`config.mk`:
```
export PLATFORM = sky130hd
export DESIGN_NAME = multiword_store_seq
export DESIGN_NICKNAME = d
export VERILOG_FILES = /design/src/rtl/mws_pkg.sv /design/src/rtl/mws_ea_calc.sv /design/src/rtl/mws_ctrl.sv /design/src/rtl/multiword_store_seq.sv
export SDC_FILE = /design/constraint.sdc
export NUM_CORES = 1
export LEC_CHECK = 0
export ABC_CLOCK_PERIOD_IN_PS = 5700
export BUFFER_PORTS_ARGS = -buffer_cell sky130_fd_sc_hd__buf_2
export CORE_ASPECT_RATIO = 1.25
export CORE_MARGIN = 10
export CORE_UTILIZATION = 60
export DETAILED_ROUTE_END_ITERATION = 8
export GPL_TIMING_DRIVEN = 0
export PLACE_DENSITY = 0.9
export SYNTH_ARGS = -nofsm -noshare
export SYNTH_HDL_FRONTEND = slang
export SYNTH_HIERARCHICAL = 1
export SYNTH_SLANG_ARGS = --single-unit
```
`constraint.sdc`:
```
create_clock -name clk -period 5.7 [get_ports clk]
set_clock_uncertainty 0.05 [all_clocks]
set_input_delay 0.57 -clock clk [delete_from_list [all_inputs] [get_ports clk]]
set_output_delay 0.57 -clock clk [all_outputs]
set_load 0.02 [all_outputs]
```
`src/rtl/mws_pkg.sv`:
```
package mws_pkg;
    typedef enum logic {
        SEQ_IDLE  = 1'b0,
        SEQ_STORE = 1'b1
    } seq_state_e;
endpackage

```
`src/rtl/mws_ea_calc.sv`:
```
module mws_ea_calc #(
    parameter int XLEN   = 64,
    parameter int DISP_W = 16,
    parameter int IDX_W  = 5
) (
    input  logic [IDX_W-1:0]  base_sel_i,
    input  logic [XLEN-1:0]   base_val_i,
    input  logic [DISP_W-1:0] disp_i,
    output logic [XLEN-1:0]   ea_o
);
    localparam int EXT_W = XLEN - DISP_W;

    logic [XLEN-1:0] base_eff;
    logic [XLEN-1:0] disp_ext;

    always_comb begin
        base_eff = (base_sel_i == '0) ? '0 : base_val_i;
        disp_ext = {{EXT_W{disp_i[DISP_W-1]}}, disp_i};
        ea_o     = base_eff + disp_ext;
    end
endmodule

```
`src/rtl/mws_ctrl.sv`:
```
module mws_ctrl
    import mws_pkg::*;
#(
    parameter int XLEN   = 64,
    parameter int NREGS  = 32,
    parameter int WORD_W = 32,
    parameter int IDX_W  = $clog2(NREGS)
) (
    input  logic              clk,
    input  logic              rst_n,
    input  logic              start_i,
    input  logic              little_end_i,
    input  logic [IDX_W-1:0]  first_reg_i,
    input  logic [XLEN-1:0]   ea_i,
    output logic [IDX_W-1:0]  rf_raddr_o,
    input  logic [XLEN-1:0]   rf_rdata_i,
    output logic              wr_valid_o,
    output logic [XLEN-1:0]   wr_addr_o,
    output logic [WORD_W-1:0] wr_data_o,
    input  logic              wr_ready_i,
    output logic              done_o,
    output logic              align_exc_o
);
    localparam logic [IDX_W-1:0] LAST_IDX = IDX_W'(NREGS - 1);
    localparam logic [XLEN-1:0]  STEP     = XLEN'(WORD_W / 8);

    typedef struct packed {
        seq_state_e       state;
        logic [IDX_W-1:0] idx;
        logic [XLEN-1:0]  addr;
        logic             done;
        logic             exc;
    } seq_t;

    seq_t seq_d, seq_q;
    logic accept;
    logic at_last;

    always_comb begin
        accept     = (seq_q.state == SEQ_STORE) && wr_ready_i;
        at_last    = (seq_q.idx == LAST_IDX);
        seq_d      = seq_q;
        seq_d.done = 1'b0;
        seq_d.exc  = 1'b0;
        rf_raddr_o = seq_q.idx;
        case (seq_q.state)
            SEQ_IDLE: begin
                rf_raddr_o = first_reg_i;
                if (start_i) begin
                    if (little_end_i) begin
                        seq_d.exc = 1'b1;
                    end else begin
                        seq_d.state = SEQ_STORE;
                        seq_d.idx   = first_reg_i;
                        seq_d.addr  = ea_i;
                    end
                end
            end
            SEQ_STORE: begin
                if (accept) begin
                    if (at_last) begin
                        seq_d.state = SEQ_IDLE;
                        seq_d.done  = 1'b1;
                    end else begin
                        seq_d.idx  = seq_q.idx + 1'b1;
                        seq_d.addr = seq_q.addr + STEP;
                        rf_raddr_o = seq_q.idx + 1'b1;
                    end
                end
            end
            default: seq_d.state = SEQ_IDLE;
        endcase
    end

    always_ff @(posedge clk or negedge rst_n) begin
        if (!rst_n) begin
            seq_q.state <= SEQ_IDLE;
            seq_q.idx   <= '0;
            seq_q.addr  <= '0;
            seq_q.done  <= 1'b0;
            seq_q.exc   <= 1'b0;
        end else begin
            seq_q <= seq_d;
        end
    end

    assign wr_valid_o  = (seq_q.state == SEQ_STORE);
    assign wr_addr_o   = seq_q.addr;
    assign wr_data_o   = rf_rdata_i[WORD_W-1:0];
    assign done_o      = seq_q.done;
    assign align_exc_o = seq_q.exc;

    // a stalled request holds
    a_r5_hold: assert property (@(posedge clk) disable iff (!rst_n)
        (wr_valid_o && !wr_ready_i) |=> (wr_valid_o && $stable(wr_addr_o)));

    // address advances by one word per accepted beat
    a_r4_step: assert property (@(posedge clk) disable iff (!rst_n)
        (wr_valid_o && wr_ready_i && !at_last) |=>
        (wr_valid_o && (wr_addr_o == $past(wr_addr_o) + STEP)));

    // register index advances in ascending order
    a_r2_order: assert property (@(posedge clk) disable iff (!rst_n)
        (wr_valid_o && wr_ready_i && !at_last) |=>
        (rf_raddr_o == $past(rf_raddr_o) || seq_q.idx == $past(seq_q.idx) + 1'b1));

    // done follows an accepted beat and never overlaps a request
    a_r7_done: assert property (@(posedge clk) disable iff (!rst_n)
        done_o |-> ($past(wr_valid_o && wr_ready_i) && !wr_valid_o));

    // exception only after a little-endian start, with no write
    a_r6_exc: assert property (@(posedge clk) disable iff (!rst_n)
        align_exc_o |-> ($past(start_i && little_end_i) && !wr_valid_o));

    // outputs quiet while reset is applied
    always_comb begin
        if (!rst_n) begin
            a_r10_reset: assert (!wr_valid_o && !done_o && !align_exc_o);
        end
    end
endmodule

```
`src/rtl/multiword_store_seq.sv`:
```
module multiword_store_seq #(
    parameter int XLEN   = 64,
    parameter int NREGS  = 32,
    parameter int WORD_W = 32,
    parameter int DISP_W = 16,
    parameter int IDX_W  = $clog2(NREGS)
) (
    input  logic              clk,
    input  logic              rst_n,
    input  logic              start_i,
    input  logic [IDX_W-1:0]  first_reg_i,
    input  logic [IDX_W-1:0]  base_sel_i,
    input  logic [XLEN-1:0]   base_val_i,
    input  logic [DISP_W-1:0] disp_i,
    input  logic              little_end_i,
    output logic [IDX_W-1:0]  rf_raddr_o,
    input  logic [XLEN-1:0]   rf_rdata_i,
    output logic              wr_valid_o,
    output logic [XLEN-1:0]   wr_addr_o,
    output logic [WORD_W-1:0] wr_data_o,
    input  logic              wr_ready_i,
    output logic              done_o,
    output logic              align_exc_o
);
    logic [XLEN-1:0] ea;

    mws_ea_calc #(
        .XLEN   (XLEN),
        .DISP_W (DISP_W),
        .IDX_W  (IDX_W)
    ) u_ea (
        .base_sel_i (base_sel_i),
        .base_val_i (base_val_i),
        .disp_i     (disp_i),
        .ea_o       (ea)
    );

    mws_ctrl #(
        .XLEN   (XLEN),
        .NREGS  (NREGS),
        .WORD_W (WORD_W),
        .IDX_W  (IDX_W)
    ) u_ctrl (
        .clk          (clk),
        .rst_n        (rst_n),
        .start_i      (start_i),
        .little_end_i (little_end_i),
        .first_reg_i  (first_reg_i),
        .ea_i         (ea),
        .rf_raddr_o   (rf_raddr_o),
        .rf_rdata_i   (rf_rdata_i),
        .wr_valid_o   (wr_valid_o),
        .wr_addr_o    (wr_addr_o),
        .wr_data_o    (wr_data_o),
        .wr_ready_i   (wr_ready_i),
        .done_o       (done_o),
        .align_exc_o  (align_exc_o)
    );
endmodule

```
==> metrics.md <==
| Metric | Value |
|---|---|
| Hold endpoint | u_ctrl/seq_q[66] |
| Fmax | between 150 and 200 MHz |
| Hold path depth | 2 |
| Largest net degree at the start of global routing | 69 |
| DP HPWL | between 20 and 30 mm |
| H-tree levels | 3 |
| Syn Nets | ~1.6k |
| DIE AREA | 22,300 um^2 |
| Setup_tns | 0 ns |
| DR pass1 iterations | 6 |
| Clock sink count | 72 |
| DRC viols | 0 |
| Clk_lat worst skew | approximately 0.35 ns |
| Fin. Hold Viols | 0 |
| Post-synth EDFFs | 0 |
| Register area share after synthesis | 0.179 |
| Gr ovfl total | 0 |
| Antenna Nets Post-Route | 0 |
| WP data required | between 5 and 6 ns |
| Share of cells above drive strength 1 | 0.250 |
| Final instance area | about 12,000 um^2 |
| Post-Synthesis Cells | 1,338 |
| R2R depth | 10 |
| First-pass GRT wire length | approximately 57 mm |
| WL/cell | 20.9 um |
| Core ar. | 16,300 um^2 |
| Hold WC Path Type | input port to register |
| DR iter-0 viols | 1,366 |
| Worst setup path category | input port to register |
| Root Buffer | clkbuf_16 |
| Distinct cells, synth | 87 |
| PwrDens | ~320 nW/um^2 |
| Initial Util | 0.615 |
| Synth Area per Inst | about 7.5 um^2 |
| Reg2reg end | u_ctrl/wr_addr_o[36] |
| Max_cap viols | 0 |
| Met1 GRT Util | 0.382 |
| Pre-CTS WS | -0.696 ns |
| Reg clk slew, reported paths | ~0.060 ns |
| Cells after DPL | about 1.8k |
| Status | complete, no violations |
| GRT Max-Usage Layer | met2 |
| Period utilization | 0.961 |
| Port Buf Inserts | a little under 200 |
| Fill cells | between 1k and 1.5k |
| Detailed Route WL | about 37 mm |
| Critical Path Start Type | input port |
| Met3 Usage GRT | 0.0647 |
| Via count | between 10k and 15k |
| Worst Tran Pin Value | approximately 1.0 ns |
| Cts bufs inserted | 9 |
| Syn Std Cell Area | ~10,000 um^2 |
| Number of synthesized register bits | slightly above 70 |
| Total GRT Usage | 0.315 |
| Leakage | 0.00548 uW |
| Routability cong. | about 0.99 |
| Final setup fails | 0 |
| Post-DP Area | 11,300 um^2 |
| Antenna violations before repair | 0 |
| Cell Count, Final, Fillers Out | approximately 1.8k |
| # IOs | approximately 260 |
| Flop2flop setup slack | 1.85 ns |
| Worst slew margin | 0.336 |
| Setup ws final | approximately 0.22 ns |
| # rows | 52 |
| Hold Crit Start | first_reg_i[0] |
| CP Max Fanout | 10 |
| RSZ-0062 raised after global routing | false |
| Most common cell after layout, fill and taps aside | buf_2 |
| WP data arrival | about 5.7 ns |
| Width of the chip | 136 um |
| Layout area overhead | 16.5% |
| Post-synth ARST share | 1.00 |
| Vias in the first global route | between 10k and 15k |
| Nets@finish | ~1.8k |
| Max VDD drop | between 150 and 200 uV |
| WHS | ~0.42 ns |
| Antenna cells | 0 |
| Fin. max-slew vios | 0 |
| Yosys warning count | 6 |
| Synth Flop Type | dfrtp_1 |
| Time the worst path needs with I/O delays and setup | approximately 5.5 ns |
| CTS tree | done |
| Die Height | around 160 um |
| Setup crit end kind | register |
| GR Util met2 | 0.522 |
| Commonest non-fill, non-tap cells in the layout | buf_2 (216), nand2_1 (128), a21oi_1 (100) |
| Worst reg2reg path startpoint | u_ctrl/seq_q[66] |
| Via density | roughly 6.4 |
| Clock Path Buffers | 2 |
-- synthesized netlist by cell type, types with 17 or more instances --
library cell,count,area share
a21o_1,22,0.016
a21oi_1,100,0.050
a22oi_1,31,0.023
a31oi_1,18,0.011
and3_1,19,0.012
buf_2,19,0.0095
buf_4,97,0.073
clkbuf_1,55,0.021
dfrtp_1,72,0.18
ha_1,67,0.083
inv_1,36,0.013
nand2_1,128,0.048
nand3_1,51,0.025
nand4_1,62,0.039
nor2_1,80,0.030
nor2b_1,71,0.044
nor3_1,24,0.012
o211ai_1,17,0.013
o21ai_0,77,0.038
o21bai_1,19,0.014
xnor2_1,43,0.038
xor2_1,21,0.018
-- worst max-delay path, cell delays in order --
cell and delay (ns):
buf_2 0.10, or4_1 0.59, nor2_4 0.16, buf_4 0.27
clkbuf_1 0.40, nor2b_1 0.10, ha_1 0.28, clkbuf_1 0.18
a21oi_1 0.31, o21ai_1 0.12, a221oi_1 0.62, nand2_1 0.10
o21ai_1 0.23, o21ai_1 0.13, a21oi_1 0.40, o31ai_1 0.16
xor2_1 0.37, nor2_1 0.11, nor4_1 0.25, nand4_1 0.13
nand3_1 0.10
-- per-stage QoR --
stage               utilization  power [uW]
global route              0.717        3990
CTS                       0.716        3720
detailed placement        0.694        3070
finish                    0.717        3780
floorplan                     -        2380
global placement          0.692        3020
-- worst max-delay path by stage --
| stage | startpoint | to | slack (ns) | cells after the start |
|---|---|---|---|---|
| 3_5_place_dp | base_sel_i[0] | u_ctrl/wr_addr_o[54] | -0.70 | 19 |
| 3_3_place_gp | base_sel_i[0] | u_ctrl/wr_addr_o[54] | -0.99 | 19 |
| 5_1_grt | base_sel_i[0] | u_ctrl/wr_addr_o[49] | 0.02 | 20 |
| 6_report | base_sel_i[0] | u_ctrl/wr_addr_o[49] | 0.22 | 21 |
| 2_1_floorplan | base_sel_i[0] | u_ctrl/wr_addr_o[54] | 0.62 | 18 |
| 4_1_cts | base_sel_i[0] | u_ctrl/wr_addr_o[54] | 0.19 | 19 |
-- routing by layer --
metal  up-vias  wire (um)
met3       135       3900
li1       5267          -
met1      5249      14200
met4         0       1700
met5         -          0
met2       712      17300
-- report_power, final --
part / internal [uW] / leakage [uW] / total (uW) / switching, uW
Combinational: 848 / 0.00440 / 2100 / 1250
Sequential: 696 / 0.000922 / 1020 / 324
Clock: 419 / 0.000161 / 653 / 233
-- registers in the layout (all words and copies together), names as in the netlist --
signal / count
u_ctrl/seq_q: 5
u_ctrl/align_exc_o: 1
u_ctrl/wr_valid_o: 1
u_ctrl/wr_addr_o: 64
u_ctrl/done_o: 1
-- cell type report --
type	instances	area, um^2	share of cell area
Clock inverter	4	75.1	0.00641
Inverter	36	135	0.0115
Tap cell	216	270	0.0231
Clock buffer	12	267	0.0228
Timing Repair Buffer	201	1040	0.0887
Multi-Input combinational cell	1057	7070	0.604
Sequential cell	72	1800	0.154
Buffer	173	1040	0.0892
-- cell families (layout without fill, tap and decap cells) --
family                   count (synthesis)  count (layout)  share of synthesized area
XOR/XNOR                                64              64                     0.0558
buffers and inverters                  209             426                      0.117
flip-flops                              72              72                      0.179
AND/OR/NAND/NOR                        540             540                      0.302
multiplexers                            16              16                     0.0161
AO/OA/AOI/OAI                          369             369                      0.245
adder cells (fa/ha/maj)                 68              68                     0.0855
-- repair_timing --
action / CTS / global route
hold endpoints to repair: 4 / 0
setup endpoints to repair: 1 / 2
cloned: 0 / 0
setup buffers: 1 / 0
hold buffers: 1 / 0
pin swaps: 1 / 0
resized for setup: 1 / 6
Note: power is estimated with default switching activity, not from simulation.
